[config.mk]
export PLATFORM = sky130hd
export DESIGN_NAME = dacbus_seq
export DESIGN_NICKNAME = d
export VERILOG_FILES = /design/src/rtl/dacbus_pkg.sv /design/src/rtl/dacbus_ramp.sv /design/src/rtl/dacbus_phy.sv /design/src/rtl/dacbus_seq.sv
export SDC_FILE = /design/constraint.sdc
export NUM_CORES = 1
export LEC_CHECK = 0
export BUFFER_PORTS_ARGS = -buffer_cell sky130_fd_sc_hd__buf_4
export CORE_MARGIN = 10
export CORE_UTILIZATION = 57
export DETAILED_ROUTE_END_ITERATION = 10
export HOLD_SLACK_MARGIN = 0.08
export PLACE_DENSITY = 0.78
export SYNTH_ARGS = -nofsm -noshare
export SYNTH_HDL_FRONTEND = slang
export SYNTH_SLANG_ARGS = --single-unit
[constraint.sdc]
create_clock -name clk -period 3.83 [get_ports clk]
set_input_delay 0.766 -clock clk [delete_from_list [all_inputs] [get_ports clk]]
set_output_delay 0.766 -clock clk [all_outputs]
set_load 0.03 [all_outputs]
[src/rtl/dacbus_pkg.sv]
package dacbus_pkg;

  localparam int WORD_W = 12;

  // control word for ramp start: bit0 fast settling, bits4:3 = 2'b10 -> 2.048 V internal reference
  localparam logic [WORD_W-1:0] RAMP_CFG_WORD = 12'h011;

  typedef enum logic [2:0] {
    PH_IDLE,
    PH_CSU,
    PH_WEL,
    PH_HOLD,
    PH_LDWAIT,
    PH_LDLOW,
    PH_REST
  } phase_t;

  typedef struct packed {
    logic              ctrl;
    logic [WORD_W-1:0] word;
  } xfer_t;

  // round a nanosecond limit up to whole clock cycles, never below one
  function automatic int ns_to_cyc(input int ns, input int period_ps);
    int c;
    c = (ns * 1000 + period_ps - 1) / period_ps;
    return (c < 1) ? 1 : c;
  endfunction

  function automatic int max2(input int a, input int b);
    return (a > b) ? a : b;
  endfunction

  // cycles still to wait when part of an interval is already covered
  function automatic int rem_cyc(input int need, input int done);
    return (need > done) ? need - done : 0;
  endfunction

  function automatic logic [WORD_W-1:0] ramp_next(input logic [WORD_W-1:0] c);
    return c + 1'b1;
  endfunction

endpackage

[src/rtl/dacbus_ramp.sv]
module dacbus_ramp
  import dacbus_pkg::*;
#(
  parameter int TICK_CYCLES = 1000
) (
  input  logic  clk,
  input  logic  rst_n,
  input  logic  en,
  output logic  out_valid,
  input  logic  out_ready,
  output xfer_t out_x
);

  localparam int TW = (TICK_CYCLES > 1) ? $clog2(TICK_CYCLES) : 1;

  logic              en_q;
  logic              cfg_pend;
  logic              tick_pend;
  logic [TW-1:0]     tcnt;
  logic [WORD_W-1:0] code;

  // named events
  logic en_rise_w, tick_w, acc_w, acc_code_w;
  assign en_rise_w  = en && !en_q;
  assign tick_w     = en && (tcnt == TW'(TICK_CYCLES - 1));
  assign acc_w      = out_valid && out_ready;
  assign acc_code_w = acc_w && !cfg_pend;

  assign out_valid = en && (cfg_pend || tick_pend);
  assign out_x     = cfg_pend ? xfer_t'{ctrl: 1'b1, word: RAMP_CFG_WORD}
                              : xfer_t'{ctrl: 1'b0, word: code};

  always_ff @(posedge clk) begin
    if (!rst_n) begin
      en_q      <= 1'b0;
      cfg_pend  <= 1'b0;
      tick_pend <= 1'b0;
      tcnt      <= '0;
      code      <= '0;
    end else begin
      en_q <= en;
      if (!en) begin
        cfg_pend  <= 1'b0;
        tick_pend <= 1'b0;
        tcnt      <= '0;
        code      <= '0;
      end else begin
        if (en_rise_w)  cfg_pend <= 1'b1;
        else if (acc_w) cfg_pend <= 1'b0;
        tcnt <= tick_w ? '0 : tcnt + 1'b1;
        if (tick_w)          tick_pend <= 1'b1;
        else if (acc_code_w) tick_pend <= 1'b0;
        if (acc_code_w) code <= ramp_next(code);
      end
    end
  end

  // a pending tick survives until a code write takes it
  assert_tick_kept_R11: assert property (@(posedge clk) disable iff (!rst_n)
    (en && tick_pend && !acc_code_w) |=> (tick_pend || !en));

endmodule

[src/rtl/dacbus_phy.sv]
module dacbus_phy
  import dacbus_pkg::*;
#(
  parameter int CS_CYC     = 2,
  parameter int LOW_CYC    = 3,
  parameter int HOLD_CYC   = 1,
  parameter int WEH_CYC    = 3,
  parameter int LD_PRE_CYC = 0,
  parameter int LD_CYC     = 3,
  parameter int REST_NEED  = 1
) (
  input  logic              clk,
  input  logic              rst_n,
  input  logic              in_valid,
  output logic              in_ready,
  input  xfer_t             in_x,
  input  logic              ld_hold_low,
  output logic              cs_n,
  output logic              we_n,
  output logic              sel,
  output logic [WORD_W-1:0] data,
  output logic              ld_n
);

  localparam int MAXC  = max2(max2(max2(CS_CYC, LOW_CYC), max2(HOLD_CYC, WEH_CYC)),
                              max2(max2(LD_PRE_CYC, LD_CYC), REST_NEED));
  localparam int CNT_W = $clog2(MAXC + 1);

  phase_t           ph, ph_nx;
  logic [CNT_W-1:0] cnt, cnt_nx;
  logic [CNT_W-1:0] hi_cnt;
  xfer_t            stage, cur;
  logic             stage_full;

  // named events
  logic busy_w, accept_w, start_w, pulse_w, cnt_done_w;
  assign busy_w     = (ph == PH_CSU) || (ph == PH_WEL) || (ph == PH_HOLD);
  assign in_ready   = !stage_full && !busy_w;
  assign accept_w   = in_valid && in_ready;
  assign start_w    = (ph == PH_IDLE) && stage_full;
  assign pulse_w    = !cur.ctrl && !ld_hold_low;
  assign cnt_done_w = (cnt == '0);

  always_comb begin
    ph_nx  = ph;
    cnt_nx = cnt_done_w ? cnt : cnt - 1'b1;
    unique case (ph)
      PH_IDLE:
        if (stage_full) begin
          ph_nx  = PH_CSU;
          cnt_nx = CNT_W'(CS_CYC - 1);
        end
      PH_CSU:
        if (cnt_done_w) begin
          ph_nx  = PH_WEL;
          cnt_nx = CNT_W'(LOW_CYC - 1);
        end
      PH_WEL:
        if (cnt_done_w) begin
          ph_nx  = PH_HOLD;
          cnt_nx = CNT_W'(HOLD_CYC - 1);
        end
      PH_HOLD:
        if (cnt_done_w) begin
          if (!pulse_w) begin
            ph_nx = PH_REST;
          end else if (LD_PRE_CYC > 0) begin
            ph_nx  = PH_LDWAIT;
            cnt_nx = CNT_W'(LD_PRE_CYC - 1);
          end else begin
            ph_nx  = PH_LDLOW;
            cnt_nx = CNT_W'(LD_CYC - 1);
          end
        end
      PH_LDWAIT:
        if (cnt_done_w) begin
          ph_nx  = PH_LDLOW;
          cnt_nx = CNT_W'(LD_CYC - 1);
        end
      PH_LDLOW:
        if (cnt_done_w) ph_nx = PH_REST;
      PH_REST:
        if (hi_cnt >= CNT_W'(REST_NEED)) ph_nx = PH_IDLE;
      default: ph_nx = PH_IDLE;
    endcase
  end

  always_ff @(posedge clk) begin
    if (!rst_n) begin
      ph         <= PH_IDLE;
      cnt        <= '0;
      hi_cnt     <= CNT_W'(REST_NEED);
      stage      <= '0;
      cur        <= '0;
      stage_full <= 1'b0;
    end else begin
      ph  <= ph_nx;
      cnt <= cnt_nx;
      if (ph == PH_WEL)                        hi_cnt <= '0;
      else if (hi_cnt < CNT_W'(REST_NEED))     hi_cnt <= hi_cnt + 1'b1;
      if (start_w) begin
        cur        <= stage;
        stage_full <= 1'b0;
      end else if (accept_w) begin
        stage      <= in_x;
        stage_full <= 1'b1;
      end
    end
  end

  assign cs_n = !busy_w;
  assign we_n = (ph != PH_WEL);
  assign sel  = cur.ctrl;
  assign data = cur.word;
  assign ld_n = !(ld_hold_low || (ph == PH_LDLOW));

  // ---------------- interval monitors for assertions ----------------
  localparam int MW = $clog2(MAXC + 2);
  logic [MW-1:0] cs_run, we_run, hi_run;

  always_ff @(posedge clk) begin
    if (!rst_n) begin
      cs_run <= '0;
      we_run <= '0;
      hi_run <= MW'(WEH_CYC);
    end else begin
      if (cs_n)                       cs_run <= '0;
      else if (cs_run < MW'(MAXC))    cs_run <= cs_run + 1'b1;
      if (we_n)                       we_run <= '0;
      else if (we_run < MW'(MAXC))    we_run <= we_run + 1'b1;
      if (!we_n)                      hi_run <= '0;
      else if (hi_run < MW'(WEH_CYC)) hi_run <= hi_run + 1'b1;
    end
  end

  assert_cs_setup_R2: assert property (@(posedge clk) disable iff (!rst_n)
    $fell(we_n) |-> (cs_run >= MW'(CS_CYC)));

  assert_we_low_width_R3: assert property (@(posedge clk) disable iff (!rst_n)
    $rose(we_n) |-> (we_run >= MW'(LOW_CYC)));

  assert_bus_stable_R3: assert property (@(posedge clk) disable iff (!rst_n)
    (!cs_n && $past(!cs_n)) |-> $stable({sel, data}));

  assert_hold_R4: assert property (@(posedge clk) disable iff (!rst_n)
    $rose(we_n) |-> !cs_n);

  assert_we_gap_R5: assert property (@(posedge clk) disable iff (!rst_n)
    $fell(we_n) |-> (hi_run >= MW'(WEH_CYC)));

  assert_ld_code_only_R6: assert property (@(posedge clk) disable iff (!rst_n)
    ($fell(ld_n) && !ld_hold_low) |-> (!sel && cs_n && we_n));

  assert_ready_drop_R8: assert property (@(posedge clk) disable iff (!rst_n)
    accept_w |=> !in_ready);

endmodule

[src/rtl/dacbus_seq.sv]
module dacbus_seq
  import dacbus_pkg::*;
#(
  parameter int CLK_PS      = 8000,
  parameter int CS_NS       = 15,
  parameter int DSET_NS     = 10,
  parameter int SSET_NS     = 20,
  parameter int HOLD_NS     = 5,
  parameter int WEH_NS      = 20,
  parameter int LDD_NS      = 5,
  parameter int LDW_NS      = 23,
  parameter int TICK_CYCLES = 1000
) (
  input  logic              clk,
  input  logic              rst_n,
  input  logic              req_valid,
  output logic              req_ready,
  input  logic              req_ctrl,
  input  logic [WORD_W-1:0] req_word,
  input  logic              ramp_en,
  input  logic              ld_hold_low,
  output logic              bus_cs_n,
  output logic              bus_we_n,
  output logic              bus_sel,
  output logic [WORD_W-1:0] bus_data,
  output logic              bus_ld_n
);

  localparam int CS_CYC     = ns_to_cyc(CS_NS, CLK_PS);
  localparam int LOW_CYC    = max2(ns_to_cyc(DSET_NS, CLK_PS), ns_to_cyc(SSET_NS, CLK_PS));
  localparam int HOLD_CYC   = ns_to_cyc(HOLD_NS, CLK_PS);
  localparam int WEH_CYC    = ns_to_cyc(WEH_NS, CLK_PS);
  localparam int LD_PRE_CYC = rem_cyc(ns_to_cyc(LDD_NS, CLK_PS), HOLD_CYC);
  localparam int LD_CYC     = ns_to_cyc(LDW_NS, CLK_PS);
  localparam int REST_NEED  = rem_cyc(WEH_CYC, CS_CYC);

  logic  rmp_valid, rmp_ready, phy_valid, phy_ready;
  xfer_t rmp_x, phy_x;

  dacbus_ramp #(
    .TICK_CYCLES(TICK_CYCLES)
  ) ramp_i (
    .clk      (clk),
    .rst_n    (rst_n),
    .en       (ramp_en),
    .out_valid(rmp_valid),
    .out_ready(rmp_ready),
    .out_x    (rmp_x)
  );

  assign phy_valid = ramp_en ? rmp_valid : req_valid;
  assign phy_x     = ramp_en ? rmp_x : xfer_t'{ctrl: req_ctrl, word: req_word};
  assign rmp_ready = ramp_en && phy_ready;
  assign req_ready = !ramp_en && phy_ready;

  dacbus_phy #(
    .CS_CYC    (CS_CYC),
    .LOW_CYC   (LOW_CYC),
    .HOLD_CYC  (HOLD_CYC),
    .WEH_CYC   (WEH_CYC),
    .LD_PRE_CYC(LD_PRE_CYC),
    .LD_CYC    (LD_CYC),
    .REST_NEED (REST_NEED)
  ) phy_i (
    .clk        (clk),
    .rst_n      (rst_n),
    .in_valid   (phy_valid),
    .in_ready   (phy_ready),
    .in_x       (phy_x),
    .ld_hold_low(ld_hold_low),
    .cs_n       (bus_cs_n),
    .we_n       (bus_we_n),
    .sel        (bus_sel),
    .data       (bus_data),
    .ld_n       (bus_ld_n)
  );

endmodule

Word-level counts from Yosys, hierarchy flattened
Index checks and enable logic that the tools add are counted.
{"block": "op_classes", "reduce_logical": 35, "mul": 0, "shifts": 0, "magnitude_cmp": 2, "n_addsub": 4, "n_eq_ne": 15, "div": 0, "n_bitwise": 3, "muxes": 25}
{"cell": "$mux W13", "n": 2}
{"cell": "$mux W3", "n": 7}
{"cell": "$pmux W3 S7", "n": 1}
{"cell": "$mux W2", "n": 7}
{"cell": "$ne A2 B1 Y1 const B", "n": 7}
{"cell": "$add A12 B1 Y12 const B", "n": 1}
{"cell": "$logic_and A1 B1 Y1", "n": 11}
{"cell": "$add A10 B1 Y10 const B", "n": 1}
{"cell": "$eq A10 B10 Y1 const B", "n": 1}
{"cell": "$eq A3 B3 Y1 const B", "n": 3}
{"cell": "$logic_not A1 Y1", "n": 8}
{"cell": "$pmux W2 S4", "n": 1}
{"cell": "$mux W1", "n": 7}
{"cell": "$reduce_and A7 Y1", "n": 1}
{"cell": "$eq A3 B2 Y1 const B", "n": 2}
{"cell": "$reduce_bool A2 Y1", "n": 3}
{"cell": "$reduce_or A2 Y1", "n": 3}
{"cell": "$logic_or A1 B1 Y1", "n": 4}
{"cell": "$reduce_and A2 Y1", "n": 2}
{"cell": "$eq A3 B1 Y1 const B", "n": 1}
{"cell": "$logic_not A3 Y1", "n": 1}
{"cell": "$ne A3 B2 Y1 const B", "n": 1}
{"cell": "$not A1 Y1", "n": 3}
{"cell": "$reduce_or A3 Y1", "n": 1}
{"cell": "other kinds (5)", "n": 5}
{"block": "totals", "out_inout_bits": 17, "memories": 0, "latchBits": 0, "romBits": 0, "input_bits": 18, "word_cells": 98, "reg_bits": 59, "ramBits": 0}

Longest topological paths before layout
{"block": "logic_depth", "depth_word": 10, "ltp_mapped": 7, "ltp_nobuf": 6}

Hierarchy
A second synthesis with hierarchy kept.
{"block": "unflattened", "hier_cells": 329, "hier_area_um2": 2981.6}
{"module": "dacbus_phy", "cells_each": 175, "area_per_inst_um2": 1559.0, "n_inst": 1}
{"module": "dacbus_ramp", "cells_each": 136, "area_per_inst_um2": 1187.4, "n_inst": 1}
{"module": "dacbus_seq", "cells_each": 18, "area_per_inst_um2": 235.2, "n_inst": 1}

Least setup slack after synthesis
No wires, ideal clock.
{"block": "synth_timing", "path_kind": "input-to-output", "start": "in ramp_en", "end": "out req_ready", "t_arrival_ps": 1811, "slack_ps": 1253, "path_buffers": 2, "cell_stages": 3, "cell_sequence": "buf_2 > clkbuf_1 > nor3_1"}
{"block": "synth_via", "elab_chain_cells": 2}
{"element": "start: declaration", "line_no": "dacbus_seq.sv:20", "rtl": "input logic ramp_en,"}
{"element": "$logic_not A1 Y1"}
{"element": "$logic_and A1 B1 Y1", "line_no": "dacbus_seq.sv:54", "rtl": "assign req_ready = !ramp_en && phy_ready;"}
{"element": "end: declaration", "line_no": "dacbus_seq.sv:17", "rtl": "output logic req_ready,"}
Every way passes these cells.

Worst setup path after layout
{"block": "layout_timing", "start": "reg phy_i.ph[0]", "end": "out bus_cs_n"}
{"block": "layout_via", "elab_chain_cells": 4}
{"element": "start: declaration", "line_no": "dacbus_phy.sv:29", "rtl": "phase_t ph, ph_nx;"}
{"element": "start signal: assignment", "line_no": "dacbus_phy.sv:97", "rtl": "ph <= ph_nx;"}
{"element": "$eq A3 B1 Y1 or $eq A3 B2 Y1 (tied branches)", "line_no": "dacbus_phy.sv:37", "rtl": "assign busy_w = (ph == PH_CSU) || (ph == PH_WEL) || (ph == PH_HOLD);"}
{"element": "$logic_or A1 B1 Y1", "line_no": "dacbus_phy.sv:37"}
{"element": "$logic_or A1 B1 Y1 *", "line_no": "dacbus_phy.sv:37"}
{"element": "$logic_not A1 Y1 *", "line_no": "dacbus_phy.sv:111", "rtl": "assign cs_n = !busy_w;"}
{"element": "end: declaration", "line_no": "dacbus_seq.sv:22", "rtl": "output logic bus_cs_n,"}
Every way passes the cells marked *; elsewhere a longest branch is shown, timed or not.

==> metrics <==
Syn Std Cell Area around 2800 um^2; row cnt 25; ANT cells 0; clock slew at reported path FFs 0.07 ns; CP Launch Type flip-flop; worst-path fanout max 16; total CTS buffers 9; top-count cell post-synth dfxtp_1; final net count 381; post-DR wirelength/cell around 14 um; Crit Path Class reg -> out; Hold Path Class reg -> reg; GRT Util Overall 15.1%; Synthesis Warnings 0; Mean Syn Cell Area a little under 9 um^2; via/cell ratio 5.50; CTS tree built; Post-route DRC 0; sequential area share after synthesis 41.5%; Setup crit end kind output port; Final ANT Viol Nets 0; initial antenna violation count 0; Synth top area share 41.5%; Die Span Y ~91 um; P_leak about 1.4 nW; slew margin rel. 30.3%; Slew Limit Fails 0; Synth async-reset ratio 0%; Synth cell types between 40 and 50; area leader, netlist dfxtp_1; final setup fails 0; core area 4790 um^2; clk sinks 59; worst path required time ~3.1 ns; filler cell count between 400 and 500; XOR/XNOR share of the synthesized area under 10%; post-route minimum period roughly 2.5 ns; Cell Pwr Density roughly 570 nW/um^2; upper clock frequency limit 394 MHz; top cells by area, synth dfxtp_1, nand2_1, nor2_1, o211a_1, a21boi_0; Starting Density 59.4%; Post-synth EDFFs 0; hold buffer count at cts 0; WP data arrival 1.77 ns; status finished, final reports clean; first-pass GRT wire length 10.4 mm; ys flop type dfxtp_1; Final Hold Viols 0; post-CTS setup buffer count 0; Mapped Cells 328; largest family of logic cells by synthesized area simple AND/OR/NAND/NOR gates; layout cell share with drive strength beyond 1 15.6%; vias in the first global route 2277; register bit total from synthesis a little under 60; die area 8210 um^2; multiplexer area fraction after synthesis 2.55%; period utilisation layout 66.3%; Final HPWL DP 4.27 mm; Total Wirelength 6.01 mm; DR iter-0 viols between 100 and 150; P&R area growth vs syn 16.3%; setup TNS 0 ns; Overall Power 1.90 mW; CTS root buf clkbuf_8; Buffers on Ports 34; die width 90.6 um; Commonest cells post-synth dfxtp_1, nand2_1, nor2_1; critical path startpoint phy_i.ph[0]; clk_lat worst skew around 0.35 ns; GP Congestion 0.810; CTS max path bufs 2; Reg-to-Reg Start phy_i.ph[2]; simple-gate share of the synthesized area 24.9%; Peak VDD IR 329 uV; post-synthesis adder-cell area fraction 3.52%; gr ovfl total 0; skew final between 0.007 and 0.008 ns; Synth Area in Compound Gates 18.4%; htree depth 3; router iterations before antenna repair 4; max_cap viols 0; unrepaired setup endpoints after global routing no; via count about 2300; hold wc startpoint ramp_i.en_q; Tightest Pin Transition 1.05 ns; post-synth net total 354; pin count of the biggest net entering global routing 36; Ports 35; Resize count post-CTS 0
## worst max-delay path, cell delays in order, from the launching register on
cell	delay (ns)
dfxtp_1	0.66
o21ba_1	0.40
inv_1	0.16
buf_4	0.20
## cells by family after synthesis
kind of cell / after synthesis
buffers and inverters: 29
adders and majority gates: 8
DFF: 59
muxes: 7
xor gates and xnor gates: 15
and+or+nand+nor: 143
AOI/OAI and AO/OA: 67
## cell usage in the layout (no fill, tap or decap), drive strengths merged, types with 2 or more instances in the layout
master     n
a21boi    15
o211a     12
xor2       6
nand4      3
nand3     17
clkinvlp   3
o21a       2
nor2      34
o21ai      8
a2111oi    2
mux2i      5
nand2     47
inv        8
clkinv     3
buf       36
xnor2      9
a31oi      6
nand2b     9
dfxtp     59
and3       3
nor2b      4
mux2       2
clkbuf    10
a41o       5
nor3       4
and4       3
ha         8
a21oi     10
nand3b    10
## sequential cells by signal, summed over array words and instances, names as in the netlist
name,count
phy_i.sel,1
ramp_i.tick_pend,1
phy_i.stage,13
phy_i.stage_full,1
phy_i.hi_cnt,2
phy_i.ph,3
ramp_i.cfg_pend,1
ramp_i.en_q,1
ramp_i.tcnt,10
phy_i.data,12
ramp_i.code,12
phy_i.cnt,2
## per-layer routing
| metal | wire [um] | up-vias | part of all wire (%) | global-route usage (%) |
|---|---|---|---|---|
| met5 | 0 | - | 0 | 0 |
| met1 | 2700 | 1083 | 45 | 17.0 |
| met3 | 317 | 16 | 5.3 | 5.82 |
| met2 | 2870 | 44 | 48 | 24.6 |
| met4 | 116 | 0 | 1.9 | 7.03 |
| li1 | - | 1206 | - | - |
## power by group
part	total (mW)	leakage [nW]	internal [mW]	switching [mW]
clock network	0.563	0.0885	0.300	0.263
logic	0.542	0.817	0.233	0.309
registers	0.795	0.480	0.698	0.0964
## layout make-up
cell class,count,area (um^2),area share [%]
Sequential cell,59,1180,35.7
Timing Repair Buffer,36,270,8.17
Clock inverter,6,66.3,2.01
Clock buffer,10,128,3.86
Multi-Input combinational cell,240,1540,46.7
Inverter,9,33.8,1.02
Tap cell,67,83.8,2.53
## worst paths after layout
kind | endpoint | slack [ns] | depth (start not counted)
min reg2reg | ramp_i.cfg_pend | 0.41 | 1
max reg2reg | phy_i.stage[6] | 1.53 | 4
max | bus_cs_n | 1.29 | 3
min | ramp_i.cfg_pend | 0.41 | 1
## metrics by stage
step / worst slack (ns) / hold slack [ns] / std cells / util [%] / instance area [um^2]
floorplan: 1.25 / 0.385 / 328 / - / 2840
global placement: 1.32 / 0.387 / 411 / 65.0 / 3110
detailed placement: 1.23 / 0.398 / 411 / 65.0 / 3110
CTS: 1.31 / 0.407 / 427 / 69.1 / 3310
global route: 1.21 / 0.420 / 427 / 69.1 / 3310
finish: 1.29 / 0.406 / 427 / 69.1 / 3310
Note: power is estimated with default switching activity, not from simulation.
